### src/rtl/lc_pkg.sv
package lc_pkg;
  localparam int LC_NUM_SEL = 4;
  localparam int LC_LUT_W   = 1 << LC_NUM_SEL;
  localparam int LC_ADDR_W  = 3;
  localparam int LC_DATA_W  = 16;

  typedef enum logic [LC_ADDR_W-1:0] {
    ADR_IN0  = 3'd0,
    ADR_IN1  = 3'd1,
    ADR_IN2  = 3'd2,
    ADR_IN3  = 3'd3,
    ADR_LUT  = 3'd4,
    ADR_FILT = 3'd5,
    ADR_CTRL = 3'd6,
    ADR_NONE = 3'd7
  } lc_addr_e;

  localparam int LC_OVR_EN_BIT  = 8;
  localparam int LC_OVR_VAL_BIT = 9;
  localparam int LC_FALL_LSB    = 8;
  localparam int LC_INV_BIT     = 0;
  localparam int LC_EN_BIT      = 1;
endpackage

### src/rtl/lc_cfg_regs.sv
module lc_cfg_regs
  import lc_pkg::*;
#(
  parameter int SEL_W = 5,
  parameter int CNT_W = 8
) (
  input  logic                              clk,
  input  logic                              rst_n,
  input  logic                              we_i,
  input  logic [LC_ADDR_W-1:0]              addr_i,
  input  logic [LC_DATA_W-1:0]              wdata_i,
  output logic [LC_NUM_SEL-1:0][SEL_W-1:0]  code_o,
  output logic [LC_NUM_SEL-1:0]             ovr_en_o,
  output logic [LC_NUM_SEL-1:0]             ovr_val_o,
  output logic [LC_LUT_W-1:0]               lut_o,
  output logic [CNT_W-1:0]                  rise_o,
  output logic [CNT_W-1:0]                  fall_o,
  output logic                              inv_o,
  output logic                              en_o
);
  logic [LC_NUM_SEL-1:0][SEL_W-1:0] code_q, code_d;
  logic [LC_NUM_SEL-1:0]            oen_q, oen_d, oval_q, oval_d;
  logic [LC_LUT_W-1:0]              lut_q, lut_d;
  logic [CNT_W-1:0]                 rise_q, rise_d, fall_q, fall_d;
  logic                             inv_q, inv_d, en_q, en_d;

  logic unused_wdata_bits;
  assign unused_wdata_bits = ^wdata_i;

  always_comb begin
    code_d = code_q;
    oen_d  = oen_q;
    oval_d = oval_q;
    lut_d  = lut_q;
    rise_d = rise_q;
    fall_d = fall_q;
    inv_d  = inv_q;
    en_d   = en_q;
    if (we_i) begin
      for (int k = 0; k < LC_NUM_SEL; k++) begin
        if (addr_i == LC_ADDR_W'(k)) begin
          code_d[k] = wdata_i[SEL_W-1:0];
          oen_d[k]  = wdata_i[LC_OVR_EN_BIT];
          oval_d[k] = wdata_i[LC_OVR_VAL_BIT];
        end
      end
      case (addr_i)
        ADR_LUT:  lut_d = wdata_i[LC_LUT_W-1:0];
        ADR_FILT: begin
          rise_d = wdata_i[CNT_W-1:0];
          fall_d = wdata_i[LC_FALL_LSB +: CNT_W];
        end
        ADR_CTRL: begin
          inv_d = wdata_i[LC_INV_BIT];
          en_d  = wdata_i[LC_EN_BIT];
        end
        default: ;
      endcase
    end
  end

  always_ff @(posedge clk or negedge rst_n) begin
    if (!rst_n) begin
      code_q <= '0;
      oen_q  <= '0;
      oval_q <= '0;
      lut_q  <= '0;
      rise_q <= '0;
      fall_q <= '0;
      inv_q  <= 1'b0;
      en_q   <= 1'b0;
    end else if (we_i) begin
      code_q <= code_d;
      oen_q  <= oen_d;
      oval_q <= oval_d;
      lut_q  <= lut_d;
      rise_q <= rise_d;
      fall_q <= fall_d;
      inv_q  <= inv_d;
      en_q   <= en_d;
    end
  end

  assign code_o    = code_q;
  assign ovr_en_o  = oen_q;
  assign ovr_val_o = oval_q;
  assign lut_o     = lut_q;
  assign rise_o    = rise_q;
  assign fall_o    = fall_q;
  assign inv_o     = inv_q;
  assign en_o      = en_q;

  // a table write is visible on the next cycle
  p_lut_write_r3: assert property (@(posedge clk) disable iff (!rst_n)
    (we_i && addr_i == ADR_LUT) |=> (lut_o == $past(wdata_i[LC_LUT_W-1:0])));

  // address 7 leaves the control settings alone
  p_null_addr_r3: assert property (@(posedge clk) disable iff (!rst_n)
    (we_i && addr_i == ADR_NONE) |=> ($stable(en_o) && $stable(inv_o) && $stable(lut_o)));
endmodule

### src/rtl/lc_src_mux.sv
module lc_src_mux #(
  parameter int NUM_EXT  = 12,
  parameter int NUM_PEER = 12,
  parameter int SEL_W    = 5
) (
  input  logic [SEL_W-1:0]    code_i,
  input  logic                ovr_en_i,
  input  logic                ovr_val_i,
  input  logic [NUM_EXT-1:0]  ext_i,
  input  logic [NUM_PEER-1:0] peer_i,
  output logic                bit_o
);
  logic pick;

  always_comb begin
    pick = 1'b0;
    for (int i = 0; i < NUM_EXT; i++) begin
      if (code_i == SEL_W'(i + 1)) pick = ext_i[i];
    end
    for (int j = 0; j < NUM_PEER; j++) begin
      if (code_i == SEL_W'(NUM_EXT + 1 + j)) pick = peer_i[j];
    end
  end

  assign bit_o = ovr_en_i ? ovr_val_i : pick;
endmodule

### src/rtl/lc_edge_filter.sv
module lc_edge_filter #(
  parameter int CNT_W = 8
) (
  input  logic             clk,
  input  logic             rst_n,
  input  logic             func_i,
  input  logic [CNT_W-1:0] rise_lim_i,
  input  logic [CNT_W-1:0] fall_lim_i,
  output logic             state_o
);
  logic             state_q, state_d;
  logic [CNT_W-1:0] cnt_q, cnt_d;
  logic [CNT_W-1:0] lim;
  logic             differ, expired;

  assign lim     = func_i ? rise_lim_i : fall_lim_i;
  assign differ  = (func_i != state_q);
  assign expired = (cnt_q >= lim);

  always_comb begin
    state_d = state_q;
    cnt_d   = cnt_q;
    if (!differ) begin
      cnt_d = '0;
    end else if (expired) begin
      state_d = func_i;
      cnt_d   = '0;
    end else begin
      cnt_d = cnt_q + 1'b1;
    end
  end

  always_ff @(posedge clk or negedge rst_n) begin
    if (!rst_n) begin
      state_q <= 1'b0;
      cnt_q   <= '0;
    end else begin
      state_q <= state_d;
      cnt_q   <= cnt_d;
    end
  end

  assign state_o = state_q;

  // no difference means no transition
  p_hold_when_equal_r6: assert property (@(posedge clk) disable iff (!rst_n)
    (func_i == state_q) |=> $stable(state_q));

  // a rise count of zero gives a single register of latency
  p_zero_rise_r4: assert property (@(posedge clk) disable iff (!rst_n)
    (func_i && !state_q && rise_lim_i == '0) |=> state_q);

  // no transition while the count has not expired
  p_early_hold_r5: assert property (@(posedge clk) disable iff (!rst_n)
    (differ && cnt_q < lim) |=> $stable(state_q));
endmodule

### src/rtl/logic_cell.sv
module logic_cell
  import lc_pkg::*;
#(
  parameter int NUM_EXT  = 12,
  parameter int NUM_PEER = 12,
  parameter int CNT_W    = 8
) (
  input  logic                 clk,
  input  logic                 rst_n,
  input  logic [NUM_EXT-1:0]   ext_in,
  input  logic [NUM_PEER-1:0]  peer_in,
  input  logic                 cfg_we,
  input  logic [LC_ADDR_W-1:0] cfg_addr,
  input  logic [LC_DATA_W-1:0] cfg_wdata,
  output logic                 cell_out
);
  localparam int SEL_W = $clog2(NUM_EXT + NUM_PEER + 1);

  logic [1:0] rst_sync_q;
  logic       rst_int_n;

  always_ff @(posedge clk or negedge rst_n) begin
    if (!rst_n) rst_sync_q <= 2'b00;
    else        rst_sync_q <= {rst_sync_q[0], 1'b1};
  end
  assign rst_int_n = rst_sync_q[1];

  logic [LC_NUM_SEL-1:0][SEL_W-1:0] code;
  logic [LC_NUM_SEL-1:0]            ovr_en, ovr_val, sel_bits;
  logic [LC_LUT_W-1:0]              lut;
  logic [CNT_W-1:0]                 rise_lim, fall_lim;
  logic                             inv, en, func, filt_state;

  lc_cfg_regs #(.SEL_W(SEL_W), .CNT_W(CNT_W)) u_cfg (
    .clk(clk), .rst_n(rst_int_n),
    .we_i(cfg_we), .addr_i(cfg_addr), .wdata_i(cfg_wdata),
    .code_o(code), .ovr_en_o(ovr_en), .ovr_val_o(ovr_val),
    .lut_o(lut), .rise_o(rise_lim), .fall_o(fall_lim),
    .inv_o(inv), .en_o(en)
  );

  for (genvar k = 0; k < LC_NUM_SEL; k++) begin : g_sel
    lc_src_mux #(.NUM_EXT(NUM_EXT), .NUM_PEER(NUM_PEER), .SEL_W(SEL_W)) u_mux (
      .code_i(code[k]), .ovr_en_i(ovr_en[k]), .ovr_val_i(ovr_val[k]),
      .ext_i(ext_in), .peer_i(peer_in), .bit_o(sel_bits[k])
    );

    // an enabled override drives the stage
    p_override_r7: assert property (@(posedge clk) disable iff (!rst_int_n)
      ovr_en[k] |-> (sel_bits[k] == ovr_val[k]));

    // code zero without override yields 0
    p_zero_code_r2: assert property (@(posedge clk) disable iff (!rst_int_n)
      (!ovr_en[k] && code[k] == '0) |-> !sel_bits[k]);
  end

  assign func = lut[sel_bits] ^ inv;

  lc_edge_filter #(.CNT_W(CNT_W)) u_filt (
    .clk(clk), .rst_n(rst_int_n), .func_i(func),
    .rise_lim_i(rise_lim), .fall_lim_i(fall_lim), .state_o(filt_state)
  );

  assign cell_out = filt_state & en;

  // while disabled the output never rises
  p_quiet_disabled_r9: assert property (@(posedge clk) disable iff (!rst_int_n)
    (!en && !$past(cfg_we)) |-> !cell_out);
endmodule

### config.mk
export PLATFORM = sky130hd
export DESIGN_NAME = logic_cell
export DESIGN_NICKNAME = d
export VERILOG_FILES = /design/src/rtl/lc_pkg.sv /design/src/rtl/lc_cfg_regs.sv /design/src/rtl/lc_src_mux.sv /design/src/rtl/lc_edge_filter.sv /design/src/rtl/logic_cell.sv
export SDC_FILE = /design/constraint.sdc
export NUM_CORES = 1
export LEC_CHECK = 0
export BUFFER_PORTS_ARGS = -buffer_cell sky130_fd_sc_hd__buf_4
export CAP_MARGIN = 20
export CORE_UTILIZATION = 59
export CTS_CLUSTER_DIAMETER = 150
export DETAILED_ROUTE_END_ITERATION = 6
export GPL_TIMING_DRIVEN = 0
export PLACE_DENSITY = 0.9
export SETUP_SLACK_MARGIN = 0.05
export SKIP_CTS_REPAIR_TIMING = 1
export SLEW_MARGIN = 10
export SYNTH_ARGS = -nofsm -noshare
export SYNTH_HDL_FRONTEND = slang
export SYNTH_SLANG_ARGS = --single-unit
### constraint.sdc
create_clock -name clk -period 3.2 [get_ports clk]
set_input_delay 0.16 -clock clk [delete_from_list [all_inputs] [get_ports clk]]
set_output_delay 0.16 -clock clk [all_outputs]
set_load 0.03 [all_outputs]
==> flow_summary.json <==
{
  "drc_errors": 0,
  "violations": "negative setup slack",
  "grt_overflow": 0,
  "multi_input_comb_area_um2": 2810,
  "cts_tree": "yes",
  "path_cells": "clkbuf_2 -> nor2b_1 -> a221oi_1 -> o311ai_1 -> a22o_1 -> a211oi_4 -> mux4_2 -> mux4_2 -> xor2_4 -> mux2_4 -> ha_4 -> nand2b_4 -> a21o_1 -> a21o_1 -> a21o_1 -> a21o_1 -> a21o_1 -> a21o_1 -> a21o_1 -> buf_6 -> mux2_4",
  "slew_viol_final": 0,
  "die_w_um": 91.5,
  "synth_fp_nets": 503,
  "clock_skew_ns": 0.0139,
  "n_fill_cell": 553,
  "rsz0062_at_grt": "true",
  "status": "finished, violations left",
  "h-tree-depth": 3,
  "syn-instance-count": 448,
  "slew_headroom_pct": 32.9,
  "worstHoldPathCells": 2,
  "io_buffers": 44,
  "grt_pass1_wl_um": 20300,
  "reg2reg_to": "u_filt.state_o",
  "gp_congestion": 0.958,
  "p_leak_nw": 2.42,
  "rr_worst_depth": 21,
  "tns_ns": -16.82,
  "async_flop_share_pct": 100,
  "fp.dieH_um": 91.5,
  "hpwl_um": 9100,
  "powerDensity_nw_per_um2": 722,
  "ios": 47,
  "hold_path_class": "primary input to register",
  "hold_viol": 0,
  "design.core.area_um2": 7730,
  "syn_to_final_growth_pct": 18.9,
  "crit_top_cell": "a21o_1",
  "worstPathRequired_ns": 3.45,
  "fin_hold_ws_ns": 0.0519,
  "min_to": "u_cfg.rise_o[7]",
  "maxCapViolations": 0,
  "place_inst": 596,
  "period_share_pct": 162,
  "min_period_ns": 5.18,
  "die-area_um2": 8360,
  "cp_num_buf_inv": 2,
  "timing.final.ws_setup_ns": -1.98,
  "total_power_mw": 4.05,
  "first_pass_iters": 5,
  "syn_area_um2": 4720,
  "crit_fanout": 10,
  "drtIter0Drc": 376,
  "post_drt_via_cell_ratio": 6.51,
  "timing_worst_setup_path_type": "register to register",
  "ys_seq_area_share_pct": 38.7,
  "antenna_found_initial": 0,
  "ys_types": 70,
  "final_cells": 621,
  "max_freq_mhz": 193,
  "clk_path_buf_depth": 2,
  "rows": 32,
  "syn_avg_cell_area_um2": 10.5,
  "slowest_delay_ns": 0.57,
  "worstMarginPinSlew_ns": 0.999,
  "final_core_util_pct": 72.7,
  "cp-start-kind": "register",
  "start_util_pct": 61.1,
  "synth_edf_count": 0,
  "r2r-start": "u_cfg.code_o[18]",
  "grt_usage_pct": 32.6,
  "cts_sinks": 73,
  "n_antenna_cell": 0,
  "crit_family": "compound AO/OA/AOI/OAI gates",
  "cts-root-buf": "clkbuf_8",
  "critPathCaptureType": "register",
  "insertion_delay_ns": 0.35,
  "path_depth": 21,
  "yosysWarnings": 0,
  "seq_area_um2": 1830,
  "worst_hold_startpoint": "cfg_wdata[7]",
  "worst_path_max_delay_cell": "mux4_2",
  "grt_pass1_vias": 3737,
  "ff2ff_setup_slack_ns": -1.98,
  "clk_pin_slew_ns": 0.09,
  "synth_seq_cells": 73,
  "ant_nets": 0,
  "wl_um": 13100,
  "cts_buffers": 9,
  "crit_arrival_ns": 5.43,
  "setup_violations": 9,
  "nets": 570,
  "via_count": 4041,
  "wl_per_cell_um": 21.1,
  "grt_max_degree": 44,
  "ir_drop_mv": 0.532,
  "ys.flop_type": "dfrtp_1",
  "drive_gt1_share_pct": 33.3
}
==> area by class of cell <==
| class | instances | share of cell area [%] |
|---|---|---|
| plain buffers | 24 | 2.27 |
| clock buffers | 9 | 2.21 |
| clock inverters | 6 | 2.05 |
| inverters | 11 | 0.735 |
| multi-input cells | 340 | 50.1 |
| flip-flops and latches | 73 | 32.7 |
| well taps | 102 | 2.27 |
| repair buffers | 56 | 7.69 |
==> synth_stat cells (3+ instances only) <==
cell type | instances | share of area [%]
nor3b_1 | 4 | 0.64
nand3b_1 | 3 | 0.48
o22ai_1 | 3 | 0.40
nand2b_1 | 14 | 1.9
mux2_2 | 60 | 14
a21oi_1 | 14 | 1.5
o2bb2ai_1 | 3 | 0.56
clkbuf_1 | 14 | 1.1
mux2i_1 | 19 | 4.0
and3_1 | 4 | 0.53
ha_1 | 9 | 2.4
o21ai_0 | 17 | 1.8
nor2_1 | 21 | 1.7
a221oi_1 | 5 | 0.93
a21o_1 | 7 | 1.1
nand3_1 | 7 | 0.74
and2_1 | 3 | 0.40
o2111ai_1 | 4 | 0.74
o32ai_1 | 4 | 0.74
a32o_1 | 3 | 0.64
nor3_1 | 20 | 2.1
nor2b_1 | 15 | 2.0
dfrtp_1 | 73 | 39
mux4_2 | 3 | 1.4
or2_2 | 3 | 0.40
buf_2 | 7 | 0.74
mux4_1 | 4 | 2.2
nand4b_1 | 6 | 1.1
xor2_1 | 4 | 0.74
nand2_1 | 24 | 1.9
a211oi_1 | 7 | 1.1
inv_1 | 10 | 0.80
==> cells in the final DEF, fill, tap and decap left out, drive strengths merged, types with 3 or more instances in the layout <==
cell	netlist	routed
clkbuf	14	24
and3	4	4
dfrtp	73	73
mux2i	19	19
nor3	21	21
a21oi	15	15
nand3	7	7
ha	9	9
bufinv	0	3
nand2b	14	14
o22ai	4	4
a21o	7	7
buf	10	64
o2111ai	4	4
o2bb2ai	3	3
nor3b	4	4
o21ai	19	19
nand2	24	24
mux4	7	7
or2	3	3
inv	10	11
a211oi	7	7
xor2	5	5
nand4b	6	6
nor2	21	21
mux2	62	62
nor2b	15	15
o32ai	4	4
nand3b	3	3
a221oi	5	5
a32o	3	3
and2	3	3
==> logic make-up (layout without fill, tap and decap cells) <==
| group | after synthesis | in the layout | synth area share, % |
|---|---|---|---|
| and+or+nand+nor | 141 | 141 | 16.7 |
| AOI/OAI and AO/OA | 93 | 93 | 14.2 |
| muxes | 88 | 88 | 22.6 |
| DFF | 73 | 73 | 38.7 |
| buffers and inverters | 35 | 106 | 3.29 |
| adders and majority gates | 9 | 9 | 2.39 |
| xor gates and xnor gates | 8 | 8 | 2.17 |
| other | 1 | 1 | 0.0794 |
==> power by group <==
group	internal (mW)	leakage (nW)	total, mW	switching [mW]
clock network	0.518	0.116	0.875	0.357
logic	0.941	1.42	1.87	0.932
registers	1.12	0.886	1.31	0.183
==> routing by layer <==
layer  vias to the layer above  share of wire [%]  global-route usage (%)  wire length, um
met5                         -                  0                       0                0
met4                         0                3.8                    13.9              495
met3                        39                7.3                    6.11              954
met2                       199                 48                    51.3             6300
met1                      1990                 41                    44.2             5350
li1                       1813                  -                       -                -
==> sequential cells by signal, indices dropped and copies added (netlist names) <==
signal and count:
u_cfg.fall_o 8, u_cfg.lut_o 16, u_cfg.code_o 20, u_cfg.ovr_val_o 4, u_filt.state_o 1, u_cfg.ovr_en_o 4, rst_sync_q 2, u_cfg.en_o 1
u_cfg.inv_o 1, u_filt.cnt_q 8, u_cfg.rise_o 8
==> metrics by stage <==
step / worst slack [ns] / instance area, um^2
2_1_floorplan: -1.89 / 4750
3_5_place_dp: -2.33 / 5240
3_3_place_gp: -2.29 / 5210
5_1_grt: -2.20 / 5610
6_report: -1.98 / 5610
4_1_cts: -2.33 / 5480
==> worst max-delay path by stage <==
stage                                start              to  slack, ns
final                     u_cfg.code_o[18]  u_filt.state_o      -1.98
after detailed placement   u_cfg.code_o[1]  u_filt.state_o      -2.33
after CTS                  u_cfg.code_o[1]  u_filt.state_o      -2.33
after global placement     u_cfg.code_o[0]  u_filt.state_o      -2.29
after floorplan            u_cfg.code_o[7]  u_filt.state_o      -1.89
after global routing       u_cfg.code_o[0]  u_filt.state_o      -2.20
(Power assumes the default switching activity.)
